$ cat src/rtl/nvm_ctl_pkg.sv
package nvm_ctl_pkg;
    localparam int unsigned REG_W  = 8;
    localparam int unsigned B_PSEL = 7;
    localparam int unsigned B_CSEL = 6;
    localparam int unsigned B_ARM  = 4;
    localparam int unsigned B_ERR  = 3;
    localparam int unsigned B_WEN  = 2;
    localparam int unsigned B_WR   = 1;
    localparam int unsigned B_RD   = 0;

    typedef enum logic [1:0] {
        ST_IDLE  = 2'd0,
        ST_READ  = 2'd1,
        ST_PROG  = 2'd2,
        ST_ERASE = 2'd3
    } nvm_state_e;

    typedef enum logic [1:0] {
        TGT_DATA = 2'b00,
        TGT_PROG = 2'b01,
        TGT_CFG  = 2'b10
    } nvm_target_e;
endpackage

$ cat src/rtl/nvm_prog_timer.sv
module nvm_prog_timer #(
    parameter int unsigned CYCLES = 64
) (
    input  logic clk,
    input  logic por_n,
    input  logic run,
    output logic expire
);
    localparam int unsigned CW = (CYCLES < 2) ? 1 : $clog2(CYCLES);
    localparam logic [CW-1:0] LAST = CW'(CYCLES - 1);

    logic [CW-1:0] cnt;

    always_ff @(posedge clk or negedge por_n) begin
        if (!por_n) begin
            cnt <= '0;
        end else if (!run || expire) begin
            cnt <= '0;
        end else begin
            cnt <= cnt + 1'b1;
        end
    end

    assign expire = run && (cnt == LAST);
endmodule

$ cat src/rtl/nvm_seq_fsm.sv
module nvm_seq_fsm
    import nvm_ctl_pkg::*;
(
    input  logic       clk,
    input  logic       por_n,
    input  logic       warm,
    input  logic       req_rd,
    input  logic       req_wr,
    input  logic       erase_sel,
    input  logic       done,
    output logic       ev_start_rd,
    output logic       ev_start_wr,
    output logic       ev_finish,
    output logic       ev_abort,
    output logic       rd_strobe,
    output logic       wr_level,
    output logic       er_level
);
    nvm_state_e state, state_nx;
    logic busy;

    always_ff @(posedge clk or negedge por_n) begin
        if (!por_n) state <= ST_IDLE;
        else        state <= state_nx;
    end

    always_comb begin
        state_nx = state;
        unique case (state)
            ST_IDLE: begin
                if (!warm) begin
                    if (req_wr)      state_nx = erase_sel ? ST_ERASE : ST_PROG;
                    else if (req_rd) state_nx = ST_READ;
                end
            end
            ST_READ:  state_nx = ST_IDLE;
            ST_PROG,
            ST_ERASE: if (warm || done) state_nx = ST_IDLE;
            default:  state_nx = ST_IDLE;
        endcase
    end

    always_comb begin
        rd_strobe   = (state == ST_READ);
        wr_level    = (state == ST_PROG);
        er_level    = (state == ST_ERASE);
        busy        = wr_level || er_level;
        ev_start_wr = (state == ST_IDLE) && !warm && req_wr;
        ev_start_rd = (state == ST_IDLE) && !warm && !req_wr && req_rd;
        ev_finish   = busy && !warm && done;
        ev_abort    = busy && warm;
    end
endmodule

$ cat src/rtl/nvm_ctl_reg.sv
module nvm_ctl_reg
    import nvm_ctl_pkg::*;
#(
    parameter int unsigned PROG_CYCLES = 64
) (
    input  logic             clk,
    input  logic             por_n,
    input  logic             warm_rst,
    input  logic             cpu_we,
    input  logic [REG_W-1:0] cpu_wdata,
    output logic [REG_W-1:0] cpu_rdata,
    output logic             nvm_rd_strobe,
    output logic             nvm_write_req,
    output logic             nvm_erase_req,
    output logic [1:0]       nvm_target,
    input  logic             nvm_done
);
    logic prog_sel, cfg_sel, erase_arm, err, wr_en, wr_go, rd_go;
    logic req_rd, req_wr, tmr_expire, done_hit;
    logic ev_start_rd, ev_start_wr, ev_finish, ev_abort;
    logic unused_bits;

    assign unused_bits = ^{cpu_wdata[5], cpu_wdata[B_ERR]};

    // A write start suppresses any read request in the same byte.
    assign req_wr   = cpu_we && cpu_wdata[B_WR] && wr_en;
    assign req_rd   = cpu_we && cpu_wdata[B_RD] && !cpu_wdata[B_WR] && !prog_sel;
    assign done_hit = wr_go && (nvm_done || tmr_expire);

    generate
        if (PROG_CYCLES > 0) begin : g_timer
            nvm_prog_timer #(.CYCLES(PROG_CYCLES)) u_timer (
                .clk    (clk),
                .por_n  (por_n),
                .run    (nvm_write_req || nvm_erase_req),
                .expire (tmr_expire)
            );
        end else begin : g_no_timer
            assign tmr_expire = 1'b0;
        end
    endgenerate

    nvm_seq_fsm u_fsm (
        .clk         (clk),
        .por_n       (por_n),
        .warm        (warm_rst),
        .req_rd      (req_rd),
        .req_wr      (req_wr),
        .erase_sel   (erase_arm),
        .done        (done_hit),
        .ev_start_rd (ev_start_rd),
        .ev_start_wr (ev_start_wr),
        .ev_finish   (ev_finish),
        .ev_abort    (ev_abort),
        .rd_strobe   (nvm_rd_strobe),
        .wr_level    (nvm_write_req),
        .er_level    (nvm_erase_req)
    );

    always_ff @(posedge clk or negedge por_n) begin
        if (!por_n) begin
            prog_sel  <= 1'b0;
            cfg_sel   <= 1'b0;
            erase_arm <= 1'b0;
            err       <= 1'b0;
            wr_en     <= 1'b0;
            wr_go     <= 1'b0;
            rd_go     <= 1'b0;
        end else begin
            if (cpu_we) begin
                prog_sel  <= cpu_wdata[B_PSEL];
                cfg_sel   <= cpu_wdata[B_CSEL];
                erase_arm <= cpu_wdata[B_ARM];
                wr_en     <= cpu_wdata[B_WEN];
            end
            if (ev_finish && nvm_erase_req) erase_arm <= 1'b0;

            if (ev_abort || ev_finish) wr_go <= 1'b0;
            else if (ev_start_wr)      wr_go <= 1'b1;

            if (warm_rst)           rd_go <= 1'b0;
            else if (ev_start_rd)   rd_go <= 1'b1;
            else if (nvm_rd_strobe) rd_go <= 1'b0;

            if (ev_abort)       err <= 1'b1;
            else if (ev_finish) err <= 1'b0;
        end
    end

    assign cpu_rdata  = {prog_sel, cfg_sel, 1'b0, erase_arm, err, wr_en, wr_go, rd_go};
    assign nvm_target = cfg_sel  ? TGT_CFG :
                        prog_sel ? TGT_PROG : TGT_DATA;
endmodule

$ cat config.mk
export PLATFORM = sky130hd
export DESIGN_NAME = nvm_ctl_reg
export DESIGN_NICKNAME = d
export VERILOG_FILES = /design/src/rtl/nvm_ctl_pkg.sv /design/src/rtl/nvm_prog_timer.sv /design/src/rtl/nvm_seq_fsm.sv /design/src/rtl/nvm_ctl_reg.sv
export SDC_FILE = /design/constraint.sdc
export NUM_CORES = 1
export LEC_CHECK = 0
export BUFFER_PORTS_ARGS = -buffer_cell sky130_fd_sc_hd__buf_2
export CAP_MARGIN = 30
export CELL_PAD_IN_SITES_DETAIL_PLACEMENT = 0
export CELL_PAD_IN_SITES_GLOBAL_PLACEMENT = 1
export CORE_MARGIN = 5
export CORE_UTILIZATION = 39
export CTS_CLUSTER_SIZE = 30
export DETAILED_ROUTE_END_ITERATION = 12
export GPL_TIMING_DRIVEN = 0
export PLACE_DENSITY_LB_ADDON = 0.1
export SKIP_CTS_REPAIR_TIMING = 1
export SLEW_MARGIN = 20
export SYNTH_ARGS = -nofsm -noshare
export SYNTH_HDL_FRONTEND = slang
export SYNTH_SLANG_ARGS = --single-unit
$ cat constraint.sdc
create_clock -name clk -period 2.1 [get_ports clk]
set_clock_uncertainty 0.15 [all_clocks]
set_input_delay 0.21 -clock clk [delete_from_list [all_inputs] [get_ports clk]]
set_output_delay 0.21 -clock clk [all_outputs]
set_load 0.05 [all_outputs]
* Word level (Yosys, flattened, before mapping)
Cells that the tools add are included. Widths: inputs -> output; s select.
Storage, ports and cells: flip-flop bits (word level) 15, memories 0, ROM bits 0, RAM bits 0, logic and storage cells 67, latch bits 0, bits of input ports 13, output and inout bits 13
Cells by class: divide/modulo/power cells 0, reductions and logical operators 32, bitwise logic cells 0, add/subtract/negate cells 1, mux-type cells 18, multiply operators 0, shifts and indexed selects 0, magnitude comparators 0, equality and inequality tests 7
Operators with widths (count):
- $logic_and 1x1->1 | 15
- $mux 1 | 11
- $mux 2 | 5
- $add 6x1->6 const B | 1
- $eq 6x6->1 const B | 1
- $mux 6 | 1
- $pmux 2 s3 | 1
- $reduce_bool 2->1 | 3
- $logic_not 1->1 | 5
- $logic_or 1x1->1 | 5
- $eq 2x2->1 const B | 2
- $ne 3x1->1 const B | 1
- $reduce_and 3->1 | 1
- $reduce_bool 3->1 | 1
- $eq 2x1->1 const B | 1
- $logic_not 2->1 | 1
- $ne 2x1->1 const B | 1
- $ne 2x2->1 const B | 1
- $reduce_or 2->1 | 1

* Depth between registers and ports, before layout
Gate-level depths: netlist of the first run.
word-level depth 8, depth in mapped cells 4, gate-level depth less buffers 4

* By module
Synthesis of the first run repeated with hierarchy kept, for this count alone.
Second synthesis, totals: cells, all modules 81, area, all modules 823.3 µm²
By module, submodules not included:
- nvm_ctl_reg | times used 1, cells an instance 36, sequential area each 175.2 µm², area an instance 389.1 µm²
- nvm_prog_timer | times used 1, cells an instance 28, sequential area each 150.1 µm², area an instance 274.0 µm²
- nvm_seq_fsm | times used 1, cells an instance 17, sequential area each 50.0 µm², area an instance 160.2 µm²

* Least setup slack after synthesis of the first run
Ideal clock, no wire load.
path kind register -> register, start register u_fsm.state[1], end register rd_go, clock period less this slack 1628 ps, cell stages (with the launch flop) 4, path buffers 1, arrival time 1313 ps, required time 1785 ps, slack 472 ps, cells stage by stage dfrtp_1 buf_6 nor2b_1 nor3_1
On the way: elaborated cells between the ends (all ways) 8, those cells by class 1 x eq/ne; 2 x mux; 5 x reduce/logical
RTL lines:
- start: declaration | line nvm_seq_fsm.sv:19 | nvm_state_e state, state_nx;
- start signal: assignment | line nvm_seq_fsm.sv:24 | else state <= state_nx;
- $eq 2x1->1 | line nvm_seq_fsm.sv:44 | rd_strobe = (state == ST_READ);
- net nvm_rd_strobe | line nvm_ctl_reg.sv:12 | output logic nvm_rd_strobe,
- $reduce_bool 3->1 (no line)
- end signal: assignment | line nvm_ctl_reg.sv:68 | rd_go <= 1'b0;
- end signal: assignment | line nvm_ctl_reg.sv:81 | if (warm_rst) rd_go <= 1'b0;
- end signal: assignment | line nvm_ctl_reg.sv:82 | else if (ev_start_rd) rd_go <= 1'b1;
- end: declaration | line nvm_ctl_reg.sv:18 | logic prog_sel, cfg_sel, erase_arm, err, wr_en, wr_go, rd_go;
The timed path passes the listed nets, and every way through them passes these cells. A chain may end at the register's enable or synchronous reset.

* Worst setup path after layout of the first run
start register u_fsm.state[1], end output port nvm_write_req
On the way: word-level cells in the longest chain between the ends 1
Ends and longest elaborated chain:
- $eq 2x2->1 | line nvm_seq_fsm.sv:45 | wr_level = (state == ST_PROG);
- end: declaration | line nvm_ctl_reg.sv:13 | output logic nvm_write_req,
Every way passes these cells.

==> results of run 1 <==
## routing by layer
layer,global-route usage,wire length (um),share of wire
met5,0,0,0
met4,0.0607,12,0.0077
met3,0.0322,108,0.069
met2,0.183,695,0.44
met1,0.157,750,0.48
## area by class of cell
| cell class | instances | area, um2 | area share |
|---|---|---|---|
| Tap cell | 27 | 33.8 | 0.0347 |
| Multi-Input combinational cell | 45 | 315 | 0.323 |
| Clock buffer | 4 | 26.3 | 0.0270 |
| Timing Repair Buffer | 23 | 125 | 0.128 |
| Inverter | 4 | 15.0 | 0.0154 |
| Sequential cell | 15 | 375 | 0.385 |
| Buffer | 11 | 83.8 | 0.0860 |
## stage by stage
stage | instances | hold slack (ns)
floorplan | 75 | -0.236
global placement | 123 | -0.0102
detailed placement | 123 | -0.0135
CTS | 127 | -0.324
global route | 129 | 0.00346
finish | 129 | 0.00709
## state kept, by name, indices dropped and copies added, names as in the netlist
register / flops
cfg_sel: 1
erase_arm: 1
err: 1
g_timer.u_timer.cnt: 6
prog_sel: 1
rd_go: 1
u_fsm.state: 2
wr_en: 1
wr_go: 1
## report_power, final
group	internal (uW)	switching [uW]	total, uW
Sequential	308	19.9	328
Clock	73.7	96.1	170
Combinational	73.6	137	210
## worst max-delay path, cell delays in order, from the launching register on
cell	delay [ns]
dfrtp_1	0.36
buf_6	0.14
inv_1	0.11
nor2_1	0.11
buf_2	0.26
## logic make-up (layout without fill, tap and decap cells)
| group | after synthesis | count (layout) |
|---|---|---|
| AO/OA/AOI/OAI | 13 | 13 |
| flip-flops | 15 | 15 |
| AND/OR/NAND/NOR | 22 | 22 |
| adder cells (fa/ha/maj) | 1 | 1 |
| XOR/XNOR | 3 | 3 |
| buffers and inverters | 15 | 42 |
| other | 1 | 1 |
| multiplexers | 5 | 5 |
## worst min path at each step
stage / start / to / slack [ns]
6_report: cpu_wdata[7] / prog_sel / 0.007
5_1_grt: cpu_wdata[2] / wr_en / 0.003
4_1_cts: por_n / g_timer.u_timer.cnt[5] / -0.32
3_5_place_dp: por_n / g_timer.u_timer.cnt[5] / -0.01
3_3_place_gp: por_n / g_timer.u_timer.cnt[5] / -0.01
2_1_floorplan: por_n / cfg_sel / -0.24
## layout by cell type (no fill, tap or decap), drive strengths merged
cell type	n
nor3	1
o211ai	1
nor2	6
o21ai	6
inv	4
nand2	3
a31oi	2
mux2i	2
and2	1
and3	1
mux2	3
or3	1
xor2	2
clkbuf	5
a41oi	1
dlygate4sd3	2
buf	31
nor4b	1
xnor2	1
nor2b	2
conb	1
nand3	5
nor3b	1
o31ai	1
ha	1
a21oi	2
dfrtp	15
==> results.yml, run 1 <==
logic_synthesis:
  yosys-top-cells-area: "dfrtp_1, buf_4, mux2_2, nor4b_4, nor2_1"
  syn_area_um2: 790
  ys.warnings.count: 0
  synth-xor-area-share: 0.0333
  synth-simple-area-share: 0.166
  synthCells: 75
  syn_area_per_cell_um2: 10.5
  synthDistinctLibCells: 30
  synth-seq-cells: 15
  synth_edf_count: 0
  async_flop_share: 1.00
  synth_common_cells: "dfrtp_1, buf_4, nor2_1"
  synth_most_common_cell: "dfrtp_1"
  syn-num-nets: 89
  synthFlopType: "dfrtp_1"
  synth_top_cell_by_area: "dfrtp_1"
  synth_top_family_by_area: "simple AND/OR/NAND/NOR gates"
  synth_top_area_share: 0.475
  seq_area_frac_synth: 0.475
  muxShareOfSynthArea: 0.0681
  synth-compound-area-share: 0.111
  synth_fa_ha_area_frac: 0.0158
setup_path:
  worstPathRequired_ns: 1.74
  cp_max_fo: 9
  crit_arrival_ns: 1.26
  timing.rr.end: "erase_arm"
  regToRegSetupSlack_ns: 0.62
  timing.critical_path.to: "nvm_write_req"
  r2r_cells: 4
  crit_start: "u_fsm.state[1]"
  crit_type: "register to output pin"
  critPathLaunchType: "register"
  cp-end-kind: "output pin"
  r2r_start: "g_timer.u_timer.cnt[0]"
cts:
  cts_tree: "yes"
  cts_sinks: 15
  cts_buffers: 3
  cts.clk_slew.worst_paths_ns: 0.09
  clockBufferDepth: 2
  worstSkewPairLatency_ns: 0.28
  cts_root_buf: "clkbuf_4"
  htree_levels: 1
timing:
  rsz0062_at_grt: "false"
  fin_setup_tns_ns: 0
  slew_violations: 0
  hold_viol_final: 0
  fin_crit_ns: 1.62
  finalSetupViolCount: 0
  fin_crit_sh: 0.774
  max_freq_mhz: 615
  setup_ws_ns: 0.475
hold_path:
  holdCritPathClass: "primary input to register"
  hold_depth: 2
route:
  wl_per_cell_um: 12.1
  detail-route-antenna-nets: 0
  first_pass_iters: 4
  drc_errors: 0
  drt_iter0_markers: 11
  wirelength_um: 1570
  vias_per_cell: 4.60
  vias: 593
place:
  place_area_um2: 928
  dp_hpwl_um: 1210
  port_buffers: 21
  gp_congestion: 0.742
  pre_cts_ws_ns: 0.631
grt:
  grt_use_total: 0.121
  antenna_found_initial: 0
  grt-ovfl-total: 0
  grt_pass1_wl_um: 2560
  grt_max_degree: 16
  first_global_vias: 586
power:
  ir_drop_mv: 0.377
  total_power_uw: 708
  power.density_nw_per_um2: 727
  leakage_uw: 0.000472
cells_and_area:
  drive_above_1_share: 0.422
  stdcell_area_um2: 975
  syn2layout_area_growth_pct: 23.5
  n_antenna_cell: 0
  fin_util: 0.502
  nets: 117
  fillers: 202
die:
  die_w_um: 55.0
  start_util: 0.407
  die-area_um2: 3020
  coreArea_um2: 1940
  io_pins: 26
  rows: 16
  die_h_um: 55.0
status:
  status: "completed"
flow_run:
  maxCapViolCount: 0
Note: power is estimated with default switching activity, not from simulation.
==> inputs of run 2 (changes only) <==
--- a/config.mk
+++ b/config.mk
@@ -10,7 +10,7 @@
 export CELL_PAD_IN_SITES_DETAIL_PLACEMENT = 0
 export CELL_PAD_IN_SITES_GLOBAL_PLACEMENT = 1
 export CORE_MARGIN = 5
-export CORE_UTILIZATION = 39
+export CORE_UTILIZATION = 36
 export CTS_CLUSTER_SIZE = 30
 export DETAILED_ROUTE_END_ITERATION = 12
 export GPL_TIMING_DRIVEN = 0
==> constraint.sdc (replaced) <==
create_clock -name clk -period 1.6 [get_ports clk]
set_clock_uncertainty 0.15 [all_clocks]
set_input_delay 0.16 -clock clk [delete_from_list [all_inputs] [get_ports clk]]
set_output_delay 0.16 -clock clk [all_outputs]
set_load 0.05 [all_outputs]
==> results.yml, run 2 (synthesis gave the netlist of run 1 again) <==
power:
  p_int_uw: 606
  p_sw_frac: 0.352
  leakage_uw: 0.000483
  ir_drop_mv: 0.429
  combPwrFrac: 0.306
  p_sw_uw: 329
  clock_power_share: 0.231
  sequentialPowerShare: 0.462
  power.density_nw_per_um2: 918
  total_power_uw: 935
timing:
  hold_viol_final: 0
  rsz0062_at_grt: "false"
  fin_crit_sh: 0.945
  max_freq_mhz: 661
  slew_violations: 0
  fin_crit_ns: 1.51
  finalSetupViolCount: 0
  setup_ws_ns: 0.0879
route:
  wirelength_um: 1650
  vias_per_cell: 4.65
  drc_errors: 0
  vias: 619
  wl_per_cell_um: 12.4
  first_pass_iters: 2
  detail-route-antenna-nets: 0
  drt_iter0_markers: 11
cts:
  worstSkewPairLatency_ns: 0.28
  htree_levels: 1
  clockBufferDepth: 2
  cts_root_buf: "clkbuf_4"
  cts_tree: "yes"
  cts_buffers: 3
  cts_sinks: 15
  cts.clk_slew.worst_paths_ns: 0.09
status:
  status: "completed"
place:
  dp_hpwl_um: 1210
  gp_congestion: 0.749
  pre_cts_ws_ns: 0.0976
  place_area_um2: 932
  port_buffers: 21
cells_and_area:
  largest_reg_flops: 6
  top_regs: "g_timer.u_timer.cnt (6), u_fsm.state (2)"
  syn2layout_area_growth_pct: 29.0
  nets: 120
  fin_util: 0.474
  final_cell_mix: "buf_2, dfrtp_1, buf_4"
  final_common_cell: "buf_2"
  top_register: "g_timer.u_timer.cnt"
  drive_above_1_share: 0.438
  n_antenna_cell: 0
  stdcell_area_um2: 1020
setup_path:
  path_cells: "buf_6 > nor2b_2 > buf_2"
  timing.rr.end: "erase_arm"
  worstPathRequired_ns: 1.29
  cp_max_fo: 9
  crit_arrival_ns: 1.20
  cp_slowest_cell: "dfrtp_1"
  cp-end-kind: "output pin"
  r2r_cells: 4
  critPathMaxStageDelay_ns: 0.38
  regToRegSetupSlack_ns: 0.12
  crit_start: "u_fsm.state[1]"
  crit_type: "register to output pin"
  critPathLaunchType: "register"
  r2r_start: "g_timer.u_timer.cnt[0]"
grt:
  grt-ovfl-total: 0
  grt_use_total: 0.111
  antenna_found_initial: 0
  grt_max_degree: 16
  grt_pass1_wl_um: 2710
  first_global_vias: 634
flow_run:
  maxCapViolCount: 0
hold_path:
  holdCritPathClass: "primary input to register"
  min_from: "cpu_wdata[1]"
  whs_endpoint: "u_fsm.state[1]"
  hold_depth: 3
die:
  coreArea_um2: 2150
  die_h_um: 56.8
  die-area_um2: 3230
  die_w_um: 56.8
  io_pins: 26
  start_util: 0.368
  rows: 17
[run 2: cell types whose count changed in the layout (fill, tap and decap cells not counted), sizes merged]
cell and delta:
dlygate4sd3 +3
[run 2: area by class of cell]
cell class                      count  area (um2)
Tap cell                           28        35.0
Fill cell                         222        1130
Sequential cell                    15         377
Multi-Input combinational cell     45         320
Timing Repair Buffer               26         161
Inverter                            4        15.0
Clock buffer                        4        26.3
Buffer                             11        83.8
[run 2: worst max-delay path, delay by kind of cell, from the launching register on]
| kind | cells | cell delay (ns) |
|---|---|---|
| simple gates | 1 | 0.12 |
| flops | 1 | 0.38 |
| buf+inv | 2 | 0.41 |
[run 2: worst max path at each step]
stage,end,slack [ns],depth (start not counted)
after floorplan,nvm_write_req,0.09,3
after global placement,erase_arm,0.14,4
after detailed placement,erase_arm,0.1,4
after CTS,nvm_write_req,-0.02,4
after global routing,nvm_write_req,0.004,4
final,nvm_rd_strobe,0.09,3
[run 2: power by group through the flow]
stage               Sequential [uW]  Clock, uW  Combinational [uW]
floorplan                       432          0                 217
global placement                439          0                 276
detailed placement              440          0                 277
CTS                             432        229                 278
global route                    437        249                 308
finish                          432        216                 287
[run 2: stage by stage]
step | setup TNS [ns] | cells | hold slack, ns
global route | 0 | 133 | 0.0386
CTS | -0.0206 | 128 | -0.380
detailed placement | 0 | 124 | -0.0674
finish | 0 | 133 | 0.0276
global placement | 0 | 124 | -0.0595
floorplan | 0 | 75 | -0.286
[run 2: per-layer routing]
layer / routed length (um) / vias to the layer above / part of all wire / global-route usage
li1: - / 306 / - / -
met1: 699 / 299 / 0.42 / 0.116
met2: 856 / 12 / 0.52 / 0.198
met3: 83 / 2 / 0.050 / 0.0506
met4: 12 / 0 / 0.0073 / 0.0331
met5: 0 / - / 0 / 0
==> inputs of run 3 (changes only) <==
--- a/config.mk
+++ b/config.mk
@@ -10,7 +10,7 @@
 export CELL_PAD_IN_SITES_DETAIL_PLACEMENT = 0
 export CELL_PAD_IN_SITES_GLOBAL_PLACEMENT = 1
 export CORE_MARGIN = 5
-export CORE_UTILIZATION = 36
+export CORE_UTILIZATION = 31
 export CTS_CLUSTER_SIZE = 30
 export DETAILED_ROUTE_END_ITERATION = 12
 export GPL_TIMING_DRIVEN = 0
==> results.yml, run 3 (synthesis gave the netlist of run 1 again) <==
die:
  rows: 18
  die_w_um: 60.5
  die-area_um2: 3660
  die_h_um: 60.5
  start_util: 0.322
  coreArea_um2: 2450
  io_pins: 26
cells_and_area:
  n_antenna_cell: 0
  syn2layout_area_growth_pct: 29.5
  top_register: "g_timer.u_timer.cnt"
  largest_reg_flops: 6
  top_regs: "g_timer.u_timer.cnt (6), u_fsm.state (2)"
  nets: 120
  drive_above_1_share: 0.448
  final_cell_mix: "buf_2, dfrtp_1, buf_4"
  final_common_cell: "buf_2"
grt:
  grt_max_degree: 16
  use_met1: 0.120
  grt_use_total: 0.102
  grt-busiest-layer: "met2"
  grt-ovfl-total: 0
  grt_use_met3: 0.0234
  grt_pass1_wl_um: 2700
  antenna_found_initial: 0
  grt.met2_usage: 0.173
  first_global_vias: 595
cts:
  cts_tree: "yes"
  cts_buffers: 3
  clockBufferDepth: 2
  cts.clk_slew.worst_paths_ns: 0.09
  cts_root_buf: "clkbuf_4"
  cts_sinks: 15
  worstSkewPairLatency_ns: 0.28
  htree_levels: 1
timing:
  max_freq_mhz: 660
  fin_setup_tns_ns: 0
  setup_ws_ns: 0.0858
  fin_crit_ns: 1.51
  fin_crit_sh: 0.946
  rsz0062_at_grt: "true"
  slew_violations: 0
  finalSetupViolCount: 0
  hold_viol_final: 0
setup_path:
  cp-end-kind: "output pin"
  critPathLaunchType: "register"
  critPathMaxStageDelay_ns: 0.35
  path_cells: "buf_6 > inv_1 > nor2_2 > buf_6"
  crit_type: "register to output pin"
  crit_arrival_ns: 1.20
  cp_slowest_cell: "dfrtp_1"
  cp_max_fo: 9
  crit_path_frequent_cell: "buf_6"
  worstPathRequired_ns: 1.29
  regToRegSetupSlack_ns: 0.12
route:
  first_pass_iters: 4
  drt_iter0_markers: 10
  wirelength_um: 1590
  detail-route-antenna-nets: 0
  wl_per_cell_um: 11.8
  drc_errors: 0
  vias_per_cell: 4.37
  vias: 590
power:
  power.density_nw_per_um2: 912
  leakage_uw: 0.000486
  ir_drop_mv: 0.439
flow_run:
  maxCapViolCount: 0
place:
  pre_cts_ws_ns: 0.116
  dp_hpwl_um: 1220
  port_buffers: 21
  gp_congestion: 0.646
status:
  status: "completed"
hold_path:
  holdCritPathClass: "primary input to register"
==> run 3: area by class of cell <==
type / count / area [um2]
buffer: 11 / 83.8
clock buffer: 3 / 22.5
clock inverter: 1 / 5.00
fill: 251 / 1430
inverter: 4 / 15.0
multi-input combinational: 45 / 320
sequential: 15 / 377
tap: 30 / 37.5
timing repair buffer: 26 / 161
==> run 3: report_power, final <==
part / total (uW) / switching [uW] / internal [uW]
Sequential: 433 / 28.1 / 405
Clock: 215 / 122 / 92.7
Combinational: 285 / 181 / 104
Total: 933 / 331 / 602
==> run 3: metal layers <==
metal  wire (um)  vias up
met5           0        -
met4          15        0
met3          96        2
met2         782       12
met1         698      267
li1            -      309
==> run 3: worst paths after layout <==
path                                              from                     end  depth (start not counted)
worst min register to register  g_timer.u_timer.cnt[0]  g_timer.u_timer.cnt[0]                          1
worst max-delay path                    u_fsm.state[1]           nvm_write_req                          4
worst min-delay path                      cpu_wdata[1]          u_fsm.state[1]                          3
worst max register to register  g_timer.u_timer.cnt[0]               erase_arm                          4
min in group asynchronous                        por_n                 cfg_sel                          2
max in group asynchronous                        por_n          u_fsm.state[0]                          2
==> run 3: worst max-delay path: cells and delay by family (launching register included) <==
family | cells | cell delay [ns]
AND/OR/NAND/NOR | 1 | 0.14
buffers and inverters | 3 | 0.44
flip-flops | 1 | 0.35
==> run 3: stage by stage <==
stage	util	std cells	hold WS [ns]	area [um2]	total power, uW
final	0.416	135	0.0373	1020	933
after CTS	0.392	130	-0.386	962	940
after detailed placement	0.381	126	-0.0623	935	718
after global routing	0.416	135	0.0311	1020	994
after floorplan	-	75	-0.286	792	649
after global placement	0.381	126	-0.0600	935	717
